`config.mk`:
```
export PLATFORM = sky130hd
export DESIGN_NAME = serial_parity_inserter
export DESIGN_NICKNAME = d
export VERILOG_FILES = /design/src/rtl/par_ins_pkg.sv /design/src/rtl/pi_slot_counter.sv /design/src/rtl/pi_parity_acc.sv /design/src/rtl/pi_out_stage.sv /design/src/rtl/serial_parity_inserter.sv
export SDC_FILE = /design/constraint.sdc
export NUM_CORES = 1
export LEC_CHECK = 0
export CAP_MARGIN = 5
export CORE_AREA = 2 2 39 41
export CTS_CLUSTER_DIAMETER = 50
export DETAILED_ROUTE_END_ITERATION = 12
export DIE_AREA = 0 0 41 43
export SYNTH_ARGS = -nofsm -noshare
export SYNTH_HDL_FRONTEND = slang
export SYNTH_SLANG_ARGS = --single-unit
```
`constraint.sdc`:
```
create_clock -name clk -period 1.2 [get_ports clk]
set_input_delay 0.12 -clock clk [delete_from_list [all_inputs] [get_ports clk]]
set_output_delay 0.12 -clock clk [all_outputs]
set_load 0.05 [all_outputs]
```
`src/rtl/par_ins_pkg.sv`:
```
package par_ins_pkg;

   typedef enum logic [1:0] {
      BEAT_IDLE   = 2'd0,
      BEAT_DATA   = 2'd1,
      BEAT_CHECK  = 2'd2
   } beat_kind_t;

   function automatic int unsigned cnt_width(input int unsigned n);
      return (n < 2) ? 1 : $clog2(n);
   endfunction

endpackage

```
`src/rtl/pi_slot_counter.sv`:
```
module pi_slot_counter #(
   parameter int unsigned MSG_BITS   = 3,
   parameter bit          ONE_HOT    = 1'b0
) (
   input  logic clk,
   input  logic rst,
   input  logic adv,
   output logic last
);
   localparam int unsigned SLOTS = MSG_BITS + 1;
   localparam int unsigned CW    = par_ins_pkg::cnt_width(SLOTS);

   initial begin
      assert (MSG_BITS >= 1) else $fatal(1, "MSG_BITS must be at least 1");
   end

   generate
      if (ONE_HOT) begin : g_onehot
         logic [SLOTS-1:0] hot_q;

         always_ff @(posedge clk) begin
            if (rst)      hot_q <= {{(SLOTS-1){1'b0}}, 1'b1};
            else if (adv) hot_q <= {hot_q[SLOTS-2:0], hot_q[SLOTS-1]};
         end

         assign last = hot_q[SLOTS-1];


         slot_reset_chk: assert property (@(posedge clk) rst |=> hot_q[0]);

         slot_legal_chk: assert property (@(posedge clk) disable iff (rst)
            $countones(hot_q) == 1);
      end else begin : g_binary
         logic [CW-1:0] cnt_q;

         always_ff @(posedge clk) begin
            if (rst)           cnt_q <= '0;
            else if (adv) begin
               if (last)       cnt_q <= '0;
               else            cnt_q <= cnt_q + 1'b1;
            end
         end

         assign last = (cnt_q == CW'(MSG_BITS));


         slot_reset_chk: assert property (@(posedge clk) rst |=> (cnt_q == '0));

         slot_legal_chk: assert property (@(posedge clk) disable iff (rst)
            cnt_q <= CW'(MSG_BITS));
      end
   endgenerate

endmodule

```
`src/rtl/pi_parity_acc.sv`:
```
module pi_parity_acc (
   input  logic clk,
   input  logic rst,
   input  logic adv,
   input  logic last,
   input  logic din,
   output logic par
);
   logic par_q;

   always_ff @(posedge clk) begin
      if (rst)                par_q <= 1'b0;
      else if (adv && last)   par_q <= 1'b0;
      else if (adv)           par_q <= par_q ^ din;
   end

   assign par = par_q;


   par_clear_chk: assert property (@(posedge clk) disable iff (rst)
      (adv && last) |=> !par_q);

   par_hold_chk: assert property (@(posedge clk) disable iff (rst)
      !adv |=> $stable(par_q));

endmodule

```
`src/rtl/pi_out_stage.sv`:
```
module pi_out_stage (
   input  logic clk,
   input  logic rst,
   input  logic in_valid,
   input  logic in_bit,
   input  logic last,
   input  logic par,
   output logic out_valid,
   output logic out_bit,
   output logic par_slot
);
   import par_ins_pkg::*;

   beat_kind_t kind;

   always_comb begin
      if (!in_valid)  kind = BEAT_IDLE;
      else if (last)  kind = BEAT_CHECK;
      else            kind = BEAT_DATA;
   end

   always_comb begin
      out_valid = 1'b0;
      out_bit   = 1'b0;
      par_slot  = 1'b0;
      unique case (kind)
         BEAT_DATA: begin
            out_valid = 1'b1;
            out_bit   = in_bit;
         end
         BEAT_CHECK: begin
            out_valid = 1'b1;
            out_bit   = par;
            par_slot  = 1'b1;
         end
         default: ;
      endcase
   end


   data_pass_chk: assert property (@(posedge clk) disable iff (rst)
      (out_valid && !par_slot) |-> (out_bit == in_bit));

   idle_quiet_chk: assert property (@(posedge clk) disable iff (rst)
      !in_valid |-> (!out_valid && !par_slot && !out_bit));

endmodule

```
`src/rtl/serial_parity_inserter.sv`:
```
module serial_parity_inserter #(
   parameter int unsigned MSG_BITS = 3,
   parameter bit          ONE_HOT  = 1'b0
) (
   input  logic clk,
   input  logic rst,
   input  logic in_valid,
   input  logic in_bit,
   output logic out_valid,
   output logic out_bit,
   output logic par_slot
);
   localparam int unsigned CW = par_ins_pkg::cnt_width(MSG_BITS + 1);

   logic last;
   logic par;

   pi_slot_counter #(.MSG_BITS(MSG_BITS), .ONE_HOT(ONE_HOT)) u_slot (
      .clk  (clk),
      .rst  (rst),
      .adv  (in_valid),
      .last (last)
   );

   pi_parity_acc u_par (
      .clk  (clk),
      .rst  (rst),
      .adv  (in_valid),
      .last (last),
      .din  (in_bit),
      .par  (par)
   );

   pi_out_stage u_out (
      .clk       (clk),
      .rst       (rst),
      .in_valid  (in_valid),
      .in_bit    (in_bit),
      .last      (last),
      .par       (par),
      .out_valid (out_valid),
      .out_bit   (out_bit),
      .par_slot  (par_slot)
   );

   // Independent tracking of the output stream, used only by the checks
   logic [CW-1:0] seen_data_q;
   logic          seen_par_q;

   always_ff @(posedge clk) begin
      if (rst) begin
         seen_data_q <= '0;
         seen_par_q  <= 1'b0;
      end else if (out_valid && par_slot) begin
         seen_data_q <= '0;
         seen_par_q  <= 1'b0;
      end else if (out_valid) begin
         seen_data_q <= seen_data_q + 1'b1;
         seen_par_q  <= seen_par_q ^ out_bit;
      end
   end


   check_spacing_chk: assert property (@(posedge clk) disable iff (rst)
      par_slot |-> (seen_data_q == CW'(MSG_BITS)));

   check_due_chk: assert property (@(posedge clk) disable iff (rst)
      (out_valid && seen_data_q == CW'(MSG_BITS)) |-> par_slot);

   even_parity_chk: assert property (@(posedge clk) disable iff (rst)
      par_slot |-> (out_bit == seen_par_q));

endmodule

```
Word level (Yosys, flattened, before mapping)
Index checks and enable logic that the tools add are counted.
{ "totals": {"regBits": 3, "output_inout_bits": 3, "wordCells": 16} }
{ "classes": {"add_sub_neg": 1, "eq_ne": 3, "muxes": 6, "bitwise_logic": 1, "n_reduce_logical": 3} }
{ "ops": {"columns": ["operator", "n"], "rows": [
  ["$mux W2", 3],
  ["$eq A2 B2 Y1 const B", 2],
  ["$reduce_or A2 Y1", 2],
  ["$add A2 B1 Y2 const B", 1],
  ["$eq A2 B1 Y1 const B", 1],
  ["$mux W1", 2],
  ["$pmux W1 S2", 1],
  ["$logic_and A1 B1 Y1", 1],
  ["$xor A1 B1 Y1", 1]
]} }

Logic depth before layout (Yosys ltp)
{ "depth": {"depth_word": 6, "depth_mapped": 3, "mapped_depth_nobuf": 3} }

Cells and area by module
A second synthesis with hierarchy kept.
{ "hier_totals": {"cells_unflattened": 17, "area_unflattened_um2": 165.2} }
{ "by_module_without_submodules": {"columns": ["mod", "n_inst", "cells_per_inst", "area_per_inst_um2"], "rows": [
  ["pi_slot_counter", 1, 8, 86.3],
  ["pi_parity_acc", 1, 5, 51.3],
  ["pi_out_stage", 1, 4, 27.5]
]} }

Worst setup path before layout
No wires, ideal clock.
{ "synth_path": {"path_kind": "register to output", "from": "reg u_slot.g_binary.cnt_q[0]", "to": "out out_bit", "t_arrival_ns": 1.353, "slack_ns": -0.273, "stages_incl_launch_ff": 4, "cell_sequence": "dfxtp_1 > ha_1 > mux2i_1 > nor2b_1"} }
{ "synth_via": {"elab_chain_cells": 5} }
{ "synth_lines": {"columns": ["element", "line", "rtl"], "rows": [
  ["start: declaration", "pi_slot_counter.sv:34", "logic [CW-1:0] cnt_q;"],
  ["start signal: assignment", "pi_slot_counter.sv:40", "else cnt_q <= cnt_q + 1'b1;"],
  ["$eq A2 B2 Y1 *", "pi_slot_counter.sv:44", "assign last = (cnt_q == CW'(MSG_BITS));"],
  ["$mux W2 *", "pi_out_stage.sv:18", "else if (last) kind = BEAT_CHECK;"],
  ["$mux W2 *", "pi_out_stage.sv:17", "if (!in_valid) kind = BEAT_IDLE;"],
  ["$eq A2 B2 Y1 / $eq A2 B1 Y1 (equally long branches)", "pi_out_stage.sv:26", "unique case (kind)"],
  ["$pmux W1 S2 *", "pi_out_stage.sv:26", null],
  ["end: declaration", "serial_parity_inserter.sv:10", "output logic out_bit,"]
]} }
Every way passes the cells marked *; elsewhere a longest branch is shown, timed or not.

Final worst setup path
Same ends and word-level chain as after synthesis.

==> impl_metrics.json <==
{
  "outcome": "finished with violations",
  "violations": "setup timing",
  "synth-seq-cells": 3,
  "postLayoutCoreUtil_pct": 27.1,
  "via_count": 180,
  "worstSetupStartpointType": "flip-flop",
  "max_clock_freq_mhz": 754,
  "ant_nets": 0,
  "postSynthCellCount": 17,
  "worstPathArrival_ns": 1.21,
  "yosys_warnings": 0,
  "ys.flop_type": "dfxtp_1",
  "synthAdderAreaFrac_pct": 7.46,
  "report.final.setup_viol": 2,
  "hold_depth": 2,
  "period_minus_slack_ns": 1.33,
  "drc": 0,
  "syn_nets": 22,
  "routedWlPerCell_um": 9.00,
  "yosys.area.top_type": "dfxtp_1",
  "placed_cells": 42,
  "min_to": "u_slot.g_binary.cnt_q[0]",
  "fin_crit_sh_pct": 111,
  "cts_hold_buffers": 0,
  "core-area_um2": 1380,
  "setup_slack_ns": -0.127,
  "r2r_slack_ns": 0.14,
  "worstSetupEndpointType": "primary output",
  "place.gp.congestion": 0.599,
  "die_w_um": 41,
  "synth_top_family_by_area": "simple AND/OR/NAND/NOR gates",
  "pwr-share-comb_pct": 24.1,
  "synth_most_common_cell": "dfxtp_1",
  "root_buffer": "clkbuf_4",
  "pin_count": 7,
  "worst-path-max-fanout": 4,
  "seqPwrFrac_pct": 29.9,
  "rows": 14,
  "synth.area.top_cells": "dfxtp_1 (36%), mux2i_1 (12%), ha_1 (7.5%)",
  "grt_pass1_wl_um": 724,
  "relSlewSlack_pct": 88.9,
  "crit_required_ns": 1.08,
  "htreeDepth": 1,
  "synth_cell_types": 13,
  "rsz0062_at_grt": "true",
  "avgViaCountPerCell": 3.83,
  "crit_slowest_cell": "dfxtp_2",
  "drive_gt1_share_pct": 58.1,
  "holdWs_ns": 0.521,
  "cp_top_family": "flip-flops",
  "drtIter0Drc": 1,
  "clkPwrFrac_pct": 45.9,
  "place_ws_ns": -0.0333,
  "seq_area_frac_synth_pct": 35.8,
  "finalPower_w": 0.000393,
  "timing.rr.start": "u_slot.g_binary.cnt_q[1]",
  "routed_wl_um": 423,
  "peakVddDrop_mv": 0.342,
  "antenna_cells": 0,
  "synthMuxAreaShare_pct": 11.9,
  "synth_area_um2": 168,
  "instances_no_fill": 47,
  "hold_path.class": "input port to flip-flop",
  "finalHoldViolCount": 0,
  "grt-ovfl-total": 0,
  "max_stage_delay_ns": 0.35,
  "synth_edf_count": 0,
  "hold_start": "rst",
  "cp_cell_sequence": "ha_4 > mux2i_4 > nor2b_4 > buf_12",
  "regToRegEndpoint": "u_slot.g_binary.cnt_q[0]",
  "grt_pass1_vias": 173,
  "track_usage_pct": 6.81,
  "syn_to_final_growth_pct": 124,
  "nets": 37,
  "p_leak_nw": 0.150,
  "cts.sinks": 3,
  "slew_viol_final": 0,
  "ys_async_sr_fraction_pct": 0,
  "synth_top_area_share_pct": 35.8,
  "start_util_pct": 12.1,
  "p_int_w": 0.000290,
  "p_sw_w": 0.000104,
  "die_y_um": 43,
  "numPortBuffers": 6,
  "tightest_slew_ns": 0.163,
  "crit_buf_inv": 1,
  "ff2ff_path_depth": 3,
  "grt_antenna_before_repair": 0,
  "syn_area_per_cell_um2": 9.86,
  "dp_hpwl_um": 290,
  "timing.max_cap.violations": 0,
  "power.density_nw_per_um2": 1050,
  "cts_buffers": 3,
  "grt_max_degree": 6,
  "synth.cells.most_frequent": "dfxtp_1 (3), mux2i_1 (2), nor2b_1 (2)",
  "cts_tree": "built",
  "clkLatencyLatePin_ns": 0.23,
  "path_clk_slew_ns": 0.04,
  "worstSetupPathType": "flip-flop to primary output",
  "synth-compound-area-share_pct": 13.4,
  "yosys.area_share.simple_pct": 29.1,
  "yosys.area_share.xor_xnor_pct": 0,
  "dieArea_um2": 1760,
  "firstDrtPassIters": 2,
  "fin_worst_skew_ns": 0.00244,
  "swShare_pct": 26.4,
  "ctsLongestPathBuffers": 2
}
==> power groups by stage <==
stage          Combinational (W)  Sequential (W)  Clock [W]
4_1_cts                0.0000905        0.000117   0.000193
6_report               0.0000949        0.000118   0.000181
2_1_floorplan          0.0000411        0.000113          0
3_5_place_dp           0.0000867        0.000114          0
3_3_place_gp           0.0000854        0.000114          0
5_1_grt                 0.000104        0.000119   0.000202
==> cell type report <==
class | instances | area [um2]
tap | 16 | 20.0
fill | 143 | 1010
sequential | 3 | 62.6
timing repair buffer | 11 | 128
multi-input combinational | 13 | 139
clock buffer | 4 | 26.3
==> worst register-to-register path, cell delays in order, from the launching register on <==
cell     delay (ns)
dfxtp_2        0.33
ha_4           0.18
or3b_1         0.37
a21oi_2        0.12
==> cell usage in the layout (no fill, tap or decap) <==
cell,instances
a21oi_2,1
and2_4,1
buf_12,3
buf_4,5
clkbuf_1,1
clkbuf_4,3
clkdlybuf4s50_1,3
dfxtp_1,1
dfxtp_2,2
ha_4,1
mux2i_1,1
mux2i_4,1
nand2b_1,1
nand4bb_1,1
nor2_1,1
nor2b_1,1
nor2b_4,1
o21ai_0,1
o2bb2ai_1,1
or3b_1,1
==> kinds of logic (layout without fill, tap and decap cells) <==
kind of cell,after synthesis,in the layout
AOI/OAI and AO/OA,3,3
and+or+nand+nor,7,7
DFF,3,3
muxes,2,2
adders and majority gates,1,1
buffers and inverters,1,15
==> routing by layer <==
layer  track usage [%]  vias to the layer above  wire length (um)
met5                 0                        -                 0
met4              4.00                        0                 0
met2              8.75                        8               196
met3              6.81                        0                49
met1              6.71                       84               176
li1                  -                       88                 -
==> how the worst max path moves through the flow <==
stage          slack (ns)  cells past startpoint                     start                       end
4_1_cts             -0.13                      4  u_slot.g_binary.cnt_q[1]                   out_bit
5_1_grt             -0.18                      4  u_slot.g_binary.cnt_q[1]                   out_bit
3_3_place_gp        -0.02                      3                  in_valid  u_slot.g_binary.cnt_q[0]
2_1_floorplan        0.09                      3  u_slot.g_binary.cnt_q[0]                   out_bit
3_5_place_dp        -0.03                      3                  in_valid  u_slot.g_binary.cnt_q[0]
6_report            -0.13                      4  u_slot.g_binary.cnt_q[0]                   out_bit
==> what timing repair did <==
item,in CTS,in global routing
pin swaps,1,1
endpoints found under the setup margin,2,2
resized for setup,5,2
setup buffers,0,1
endpoints found under the hold margin,0,0
==> flip-flops by register name (all words and copies together), names as in the netlist <==
name	cells
u_slot.g_binary.cnt_q	2
u_par.par	1
==> stage by stage <==
| stage | TNS, ns | cell area [um2] |
|---|---|---|
| final | -0.208 | 375 |
| after global routing | -0.298 | 375 |
| after CTS | -0.135 | 357 |
| after detailed placement | -0.0333 | 312 |
| after global placement | -0.0248 | 312 |
| after floorplan | 0 | 175 |
(Power assumes the default switching activity.)
